### config.mk
export PLATFORM = sky130hd
export DESIGN_NAME = edgewake_detector
export DESIGN_NICKNAME = d
export VERILOG_FILES = /design/src/rtl/edgewake_pkg.sv /design/src/rtl/edgewake_sync.sv /design/src/rtl/edgewake_edge.sv /design/src/rtl/edgewake_cfg.sv /design/src/rtl/edgewake_status.sv /design/src/rtl/edgewake_detector.sv
export SDC_FILE = /design/constraint.sdc
export NUM_CORES = 1
export LEC_CHECK = 0
export BUFFER_PORTS_ARGS = -buffer_cell sky130_fd_sc_hd__buf_4
export CORE_ASPECT_RATIO = 1.75
export CORE_MARGIN = 1.5
export CORE_UTILIZATION = 35
export CTS_CLUSTER_DIAMETER = 30
export CTS_CLUSTER_SIZE = 8
export DETAILED_ROUTE_END_ITERATION = 10
export PLACE_DENSITY_LB_ADDON = 0.12
export SLEW_MARGIN = 5
export SYNTH_ARGS = -nofsm -noshare
export SYNTH_HDL_FRONTEND = slang
export SYNTH_SLANG_ARGS = --single-unit
### constraint.sdc
create_clock -name clk -period 2.9 [get_ports clk]
set_input_delay 0.29 -clock clk [delete_from_list [all_inputs] [get_ports clk]]
set_output_delay 0.29 -clock clk [all_outputs]
set_load 0.01 [all_outputs]
### src/rtl/edgewake_pkg.sv
package edgewake_pkg;
  localparam int SEL_W = 3;

  typedef enum logic [SEL_W-1:0] {
    SEL_RISE_IRQ  = 3'd0,
    SEL_FALL_IRQ  = 3'd1,
    SEL_RISE_WAKE = 3'd2,
    SEL_FALL_WAKE = 3'd3,
    SEL_CLEAR     = 3'd4
  } reg_sel_e;
endpackage

### src/rtl/edgewake_sync.sv
module edgewake_sync #(
  parameter int WIDTH  = 32,
  parameter int STAGES = 2
) (
  input  logic             clk,
  input  logic             rst_n,
  input  logic [WIDTH-1:0] async_i,
  output logic [WIDTH-1:0] sync_o
);
  logic [STAGES-1:0][WIDTH-1:0] chain;

  always_ff @(posedge clk or negedge rst_n) begin
    if (!rst_n) chain[0] <= '0;
    else        chain[0] <= async_i;
  end

  for (genvar g = 1; g < STAGES; g++) begin : g_stage
    always_ff @(posedge clk or negedge rst_n) begin
      if (!rst_n) chain[g] <= '0;
      else        chain[g] <= chain[g-1];
    end
  end

  assign sync_o = chain[STAGES-1];
endmodule

### src/rtl/edgewake_edge.sv
module edgewake_edge #(
  parameter int WIDTH = 32
) (
  input  logic             clk,
  input  logic             rst_n,
  input  logic [WIDTH-1:0] level_i,
  output logic [WIDTH-1:0] rise_o,
  output logic [WIDTH-1:0] fall_o
);
  logic [WIDTH-1:0] last_q;

  always_ff @(posedge clk or negedge rst_n) begin
    if (!rst_n) last_q <= '0;
    else        last_q <= level_i;
  end

  assign rise_o = level_i & ~last_q;
  assign fall_o = ~level_i & last_q;

  // a reported edge must show up as a changed level history one cycle later
  p_edge_hist_r1: assert property (@(posedge clk) disable iff (!rst_n)
    (|(rise_o | fall_o)) |=> ((last_q & $past(rise_o)) == $past(rise_o)));
endmodule

### src/rtl/edgewake_cfg.sv
module edgewake_cfg
  import edgewake_pkg::*;
#(
  parameter int WIDTH = 32
) (
  input  logic             clk,
  input  logic             rst_n,
  input  logic             wr_en_i,
  input  logic [SEL_W-1:0] wr_sel_i,
  input  logic [WIDTH-1:0] wr_data_i,
  output logic [WIDTH-1:0] rise_irq_o,
  output logic [WIDTH-1:0] fall_irq_o,
  output logic [WIDTH-1:0] rise_wake_o,
  output logic [WIDTH-1:0] fall_wake_o,
  output logic [WIDTH-1:0] clr_o
);
  reg_sel_e sel;
  assign sel = reg_sel_e'(wr_sel_i);

  always_ff @(posedge clk or negedge rst_n) begin
    if (!rst_n) begin
      rise_irq_o  <= '0;
      fall_irq_o  <= '0;
      rise_wake_o <= '0;
      fall_wake_o <= '0;
    end else if (wr_en_i) begin
      case (sel)
        SEL_RISE_IRQ:  rise_irq_o  <= wr_data_i;
        SEL_FALL_IRQ:  fall_irq_o  <= wr_data_i;
        SEL_RISE_WAKE: rise_wake_o <= wr_data_i;
        SEL_FALL_WAKE: fall_wake_o <= wr_data_i;
        default: ;
      endcase
    end
  end

  always_comb begin
    clr_o = '0;
    if (wr_en_i && sel == SEL_CLEAR) clr_o = wr_data_i;
  end

  // codes above the clear code leave every mask untouched
  p_bad_sel_r10: assert property (@(posedge clk) disable iff (!rst_n)
    (wr_en_i && wr_sel_i > 3'd4) |=>
      ($stable(rise_irq_o) && $stable(fall_irq_o) &&
       $stable(rise_wake_o) && $stable(fall_wake_o)));
endmodule

### src/rtl/edgewake_status.sv
module edgewake_status #(
  parameter int WIDTH = 32
) (
  input  logic             clk,
  input  logic             rst_n,
  input  logic [WIDTH-1:0] set_i,
  input  logic [WIDTH-1:0] clr_i,
  output logic [WIDTH-1:0] status_o
);
  always_ff @(posedge clk or negedge rst_n) begin
    if (!rst_n) status_o <= '0;
    else        status_o <= (status_o & ~clr_i) | set_i;
  end

  // an event always lands, even against a clear of the same bit
  p_set_wins_r6: assert property (@(posedge clk) disable iff (!rst_n)
    (|set_i) |=> ((status_o & $past(set_i)) == $past(set_i)));

  // cleared bits without a competing event read zero
  p_clear_r5: assert property (@(posedge clk) disable iff (!rst_n)
    (|clr_i) |=> ((status_o & $past(clr_i & ~set_i)) == '0));

  // bits with neither event nor clear keep their value
  p_hold_r4: assert property (@(posedge clk) disable iff (!rst_n)
    ((status_o ^ $past(status_o)) & ~$past(set_i | clr_i)) == '0);
endmodule

### src/rtl/edgewake_detector.sv
module edgewake_detector
  import edgewake_pkg::*;
#(
  parameter int NUM_PINS    = 32,
  parameter int SYNC_STAGES = 2
) (
  input  logic                clk,
  input  logic                rst_n,
  input  logic [NUM_PINS-1:0] pins_i,
  input  logic                wr_en_i,
  input  logic [SEL_W-1:0]    wr_sel_i,
  input  logic [NUM_PINS-1:0] wr_data_i,
  output logic [NUM_PINS-1:0] status_o,
  output logic                irq_o,
  output logic                wake_o
);
  logic [NUM_PINS-1:0] pins_sync, rise, fall;
  logic [NUM_PINS-1:0] m_rise_irq, m_fall_irq, m_rise_wake, m_fall_wake, clr;
  logic [NUM_PINS-1:0] irq_hits, wake_hits;

  edgewake_sync #(.WIDTH(NUM_PINS), .STAGES(SYNC_STAGES)) u_sync (
    .clk(clk), .rst_n(rst_n), .async_i(pins_i), .sync_o(pins_sync));

  edgewake_edge #(.WIDTH(NUM_PINS)) u_edge (
    .clk(clk), .rst_n(rst_n), .level_i(pins_sync), .rise_o(rise), .fall_o(fall));

  edgewake_cfg #(.WIDTH(NUM_PINS)) u_cfg (
    .clk(clk), .rst_n(rst_n), .wr_en_i(wr_en_i), .wr_sel_i(wr_sel_i),
    .wr_data_i(wr_data_i), .rise_irq_o(m_rise_irq), .fall_irq_o(m_fall_irq),
    .rise_wake_o(m_rise_wake), .fall_wake_o(m_fall_wake), .clr_o(clr));

  assign irq_hits  = (rise & m_rise_irq)  | (fall & m_fall_irq);
  assign wake_hits = (rise & m_rise_wake) | (fall & m_fall_wake);

  edgewake_status #(.WIDTH(NUM_PINS)) u_status (
    .clk(clk), .rst_n(rst_n), .set_i(irq_hits), .clr_i(clr), .status_o(status_o));

  assign irq_o  = |status_o;
  assign wake_o = |wake_hits;

  // the interrupt line can only come up after a qualified event
  p_irq_source_r7: assert property (@(posedge clk) disable iff (!rst_n)
    $rose(irq_o) |-> $past(|irq_hits));

  // a wakeup needs at least one wake mask bit
  p_wake_source_r8: assert property (@(posedge clk) disable iff (!rst_n)
    wake_o |-> (|(m_rise_wake | m_fall_wake)));
endmodule

# --- Word-level counts from Yosys, hierarchy flattened ---
# Index checks and enable logic that the tools add are counted.
totals:
  ff_bits: 256
  latchBits: 0
  mem_bits_rw: 0
  romBits: 0
  in_bits: 70
  out_inout_bits: 34
  n_memories: 0
classes:
  n_addsub: 0
  mul: 0
  div: 0
  n_lt_le_gt_ge: 0
  n_eq_ne: 4
  shift: 0
  n_mux: 1
  bitwise: 13
  reduce_logical: 8
op_table:
  columns: ["operator", "n"]
  rows:
  - ["32-bit AND", 7]
  - ["32-bit NOT", 3]
  - ["32-bit bitwise OR", 3]
  - ["32-bit OR reduction", 2]
  - ["32-bit two-way mux", 1]
  - ["2-bit AND reduction", 4]
  - ["3-bit by 2-bit equality test with 1-bit output (second input constant)", 2]
  - ["3-bit by 1-bit equality test with 1-bit output (second input constant)", 1]
  - ["3-bit equality test (second input constant)", 1]
  - ["3-bit zero test", 1]
  - ["1-bit logical AND", 1]

# --- Longest topological paths before layout ---
logic_depth:
  ltp_word: 6
  depth_mapped: 6
  ltp_nobuf: 5

# --- By module ---
# From an unflattened synthesis, not the netlist that was laid out.
hier_totals:
  hier_cells: 678
  area_unflattened_um2: 10110.9
by_module_without_submodules:
  columns: ["module", "n_inst", "cells_each", "area_per_inst_um2"]
  rows:
  - ["edgewake_cfg", 1, 310, 5047.3]
  - ["edgewake_sync", 1, 96, 1841.8]
  - ["edgewake_edge", 1, 96, 1361.3]
  - ["edgewake_status", 1, 96, 1161.1]
  - ["edgewake_detector", 1, 80, 699.4]

# --- Worst setup path after synthesis ---
# OpenSTA, ideal clock, no wires.
synth_path:
  path_kind: "reg2out"
  startpoint: "reg u_sync.chain, in the netlist u_sync.sync_o[26]"
  endpoint: "out wake_o"
  arrival_time_ps: 1526
  setup_slack_ps: 1084
  path_stages_with_launch: 6
  n_path_buf: 0
  cell_sequence: "dfrtp_1 > nor2b_1 > a22o_1 > nor3_2 > nand4_1 > or4_1"
synth_via:
  elab_chain_cells: 5
synth_rtl:
  columns: ["element", "line_no", "rtl"]
  rows:
  - ["start: declaration", "edgewake_sync.sv:10", "logic [STAGES-1:0][WIDTH-1:0] chain;"]
  - ["start signal: indexed assignment", "edgewake_sync.sv:20", "else chain[g] <= chain[g-1];"]
  - ["32-bit NOT", "edgewake_edge.sv:18", "assign fall_o = ~level_i & last_q;"]
  - ["32-bit AND", "edgewake_edge.sv:18", null]
  - ["32-bit AND", "edgewake_detector.sv:33", "assign wake_hits = (rise & m_rise_wake) | (fall & m_fall_wake);"]
  - ["32-bit bitwise OR (*)", "edgewake_detector.sv:33", null]
  - ["32-bit OR reduction (*)", "edgewake_detector.sv:39", "assign wake_o = |wake_hits;"]
  - ["end: declaration", "edgewake_detector.sv:15", "output logic wake_o"]
# Every way passes the cells marked *; elsewhere a longest branch is shown, timed or not.

# --- Final worst setup path ---
layout_path:
  startpoint: "reg u_sync.chain, in the netlist u_sync.sync_o[18]"
  endpoint: "out wake_o"
# The elaborated chain is that of the path after synthesis.

==> results.md <==
* WP data required at 2.61 ns
* Via-to-Cell Ratio at 5.12
* Family with the most delay on the worst path: simple AND/OR/NAND/NOR gates
* Setup TNS at 0 ns
* CP Data Arrival Time at 2.45 ns
* Outcome: complete, no violations
* DR DRC count at 0
* Vias at 6052
* Die W at 127 µm
* Nets at 907
* Post-synth top cells: dfrtp_1, mux2_1, nand2_1
* Hold Path Class: primary input to flip-flop
* #FFs+latches synth at 256
* Crit-path slowest cell: or4_1
* Max-Cap Viols at 0
* Sequential share of the synthesized area at between 60% and 70%
* Area delta synth->final at 30.2%
* Most frequent cell after synthesis: dfrtp_1
* Crit path capture type: output pin
* CTS sink cnt at 256
* Port bufs at about 100
* Global-route wire length before repair at 38600 µm
* I/O pin count at 104
* Max Clk Rate at 0.365 GHz
* Leak at 5.38 nW
* # setup viols final at 0
* Top-area cell type share of the netlist area at approximately 68%
* Starting Density at 35.6%
* Inserted Clock Buffers at between 40 and 50
* Slew @ Worst Pin at 0.595 ns
* Final hold viol count at 0
* Synth area leader: dfrtp_1
* Pre-antenna DRT Iters at 4
* Skew-Pair Late Insertion Delay at around 0.53 ns
* Core ar. at between 20000 and 30000 µm²
* Setup Crit Path Kind: flip-flop to output pin
* Post-synthesis cell type count at 31
* Crit path buffers/inverters at 1
* Setup Fix Bufs, Post-CTS at 0
* Fin crit period at 2.74 ns
* VDD IR max at 0.405 mV
* Final worst-path cycle share at between 90% and 100%
* Largest net degree at the start of global routing at 73
* Share of layout cells above drive strength 1 at 21.6%
* Synth Flop Type: dfrtp_1
* CP Launch Type: flip-flop
* Max-slew headroom at about three fifths
* Number of synthesized flops with an enable pin at 0
* Mean Syn Cell Area at 14.3 µm²
* Post-Layout Inst Area at about 12000 µm²
* Placed cell count at 1084
* Maximum clock path buffer count at 3
* Reg-to-reg slack, setup at 1.87 ns
* Slew Limit Fails at 0
* Gate Count Post-Synth at between 600 and 700
* Syn nets at around 730
* Worst path max stage delay at 0.60 ns
* Post-DRT Antenna Nets at 0
* Vias in the first global route at 6502
* Critical path, cell by cell: nor2b_1, a221oi_1, nand4_1, or4_1, buf_4
* Num rows at 79
* Asr flop ratio synth at 100%
* GRT Util Overall at 18.4%
* Critical path peak fanout at 4
* Number of DRC markers in iteration 0 at 254
* Congestion Overflow GR at 0
* CTS tree: done
* Clk pin slew, worst setup/hold paths at 0.05 ns
* H-tree lvl count at 2
* Post-detail-place hpwl at 16800 µm
* PD cells at 809 nW/µm²
* Final wirelength at 24800 µm
* Post-DP Area at 10700 µm²
* Area contributors post-synth: dfrtp_1, mux2_1, nand2_1, nand3b_1, o211ai_1
* RSZ-0062 raised after global routing: no
* Worst-case clock skew at 0.0119 ns
* GP Congestion at roughly 0.76
* Synth Warn # at 0
* Clock tree root driver cell: clkbuf_16
* Finished Layout Cells at ~1200
* Antenna violations before repair at 1
* Post-CTS Resized at 0
* Die height at around 220 µm
* Synthesized area at 9480 µm²
* Routed length per placed instance at 21.0 µm
* Area of the die at 28100 µm²
cells in the final DEF, fill, tap and decap left out, drive strengths merged, types with 8 or more instances in the layout:
cell,count
buf,115
a221o,12
mux2,128
nor2b,13
nor2,8
nor4,8
clkbuf,57
and3b,9
dlygate4sd3,33
nand4,10
nand3b,50
o211ai,19
dfrtp,256
nand2,100
layer usage:
| metal | share of wire, % | vias up | global-route usage (%) | routed length, µm |
|---|---|---|---|---|
| met5 | 0 | - | 0 | 0 |
| met2 | 51 | 150 | 31.3 | 12600 |
| li1 | - | 2720 | - | - |
| met4 | 5.1 | 0 | 10.5 | 1280 |
| met3 | 4.3 | 64 | 3.82 | 1080 |
| met1 | 40 | 3118 | 21.7 | 9910 |
worst register-to-register path, cell delays in order (launching register included):
cell and delay (ns):
dfrtp_1 0.38, nor2b_1 0.18, a221o_1 0.36
final timing paths:
check                                       startpoint  cells past startpoint                           endpoint
max                        u_sync.sync_o[18]$_DFF_PN0_                      5                             wake_o
min                                      wr_data_i[14]                      2  u_cfg.fall_wake_o[14]$_DFFE_PN0P_
max reg2reg                u_edge.last_q[19]$_DFF_PN0_                      2    u_status.status_o[19]$_DFF_PN0_
min reg2reg                  u_sync.chain[4]$_DFF_PN0_                      0         u_sync.sync_o[4]$_DFF_PN0_
max in group asynchronous                        rst_n                      3        u_sync.sync_o[13]$_DFF_PN0_
min in group asynchronous                        rst_n                      2         u_sync.chain[14]$_DFF_PN0_
power breakdown:
| group | switching (mW) | internal [mW] | total [mW] |
|---|---|---|---|
| Clock | 1.57 | 2.95 | 4.52 |
| Sequential | 0.348 | 4.11 | 4.46 |
| Combinational | 0.461 | 0.534 | 0.995 |
flip-flops by register name, indices dropped and copies added, names as in the netlist:
| name | flops |
|---|---|
| u_cfg.fall_irq_o | 32 |
| u_cfg.fall_wake_o | 32 |
| u_cfg.rise_irq_o | 32 |
| u_cfg.rise_wake_o | 32 |
| u_edge.last_q | 32 |
| u_status.status_o | 32 |
| u_sync.chain | 32 |
| u_sync.sync_o | 32 |
cell families after synthesis:
kind of cell	synth area share, %
and+or+nand+nor	12.0
DFF	67.6
AOI/OAI and AO/OA	4.22
buffers and inverters	0.990
muxes	15.2
stage by stage:
step	setup slack (ns)	power, mW	hold WS [ns]	util, %
after floorplan	1.08	4.91	-0.00559	-
after global placement	0.688	5.44	0.304	40.4
after detailed placement	0.649	5.50	0.310	40.4
after CTS	0.0947	10.1	0.000383	46.4
after global routing	0.0218	10.4	0.00960	46.4
final	0.163	9.98	0.0164	46.4
cell type report:
class | instances | area, µm²
tap | 324 | 405
clock buffer | 57 | 1210
antenna | 1 | 2.50
sequential | 256 | 6410
multi-input combinational | 388 | 3000
clock inverter | 7 | 62.6
inverter | 1 | 3.75
fill | 2358 | 14200
timing repair buffer | 148 | 1250
repair_timing:
action	in CTS	in global routing
setup endpoints to repair	0	0
hold endpoints to repair	99	0
hold buffers	33	0
(Power assumes the default switching activity.)
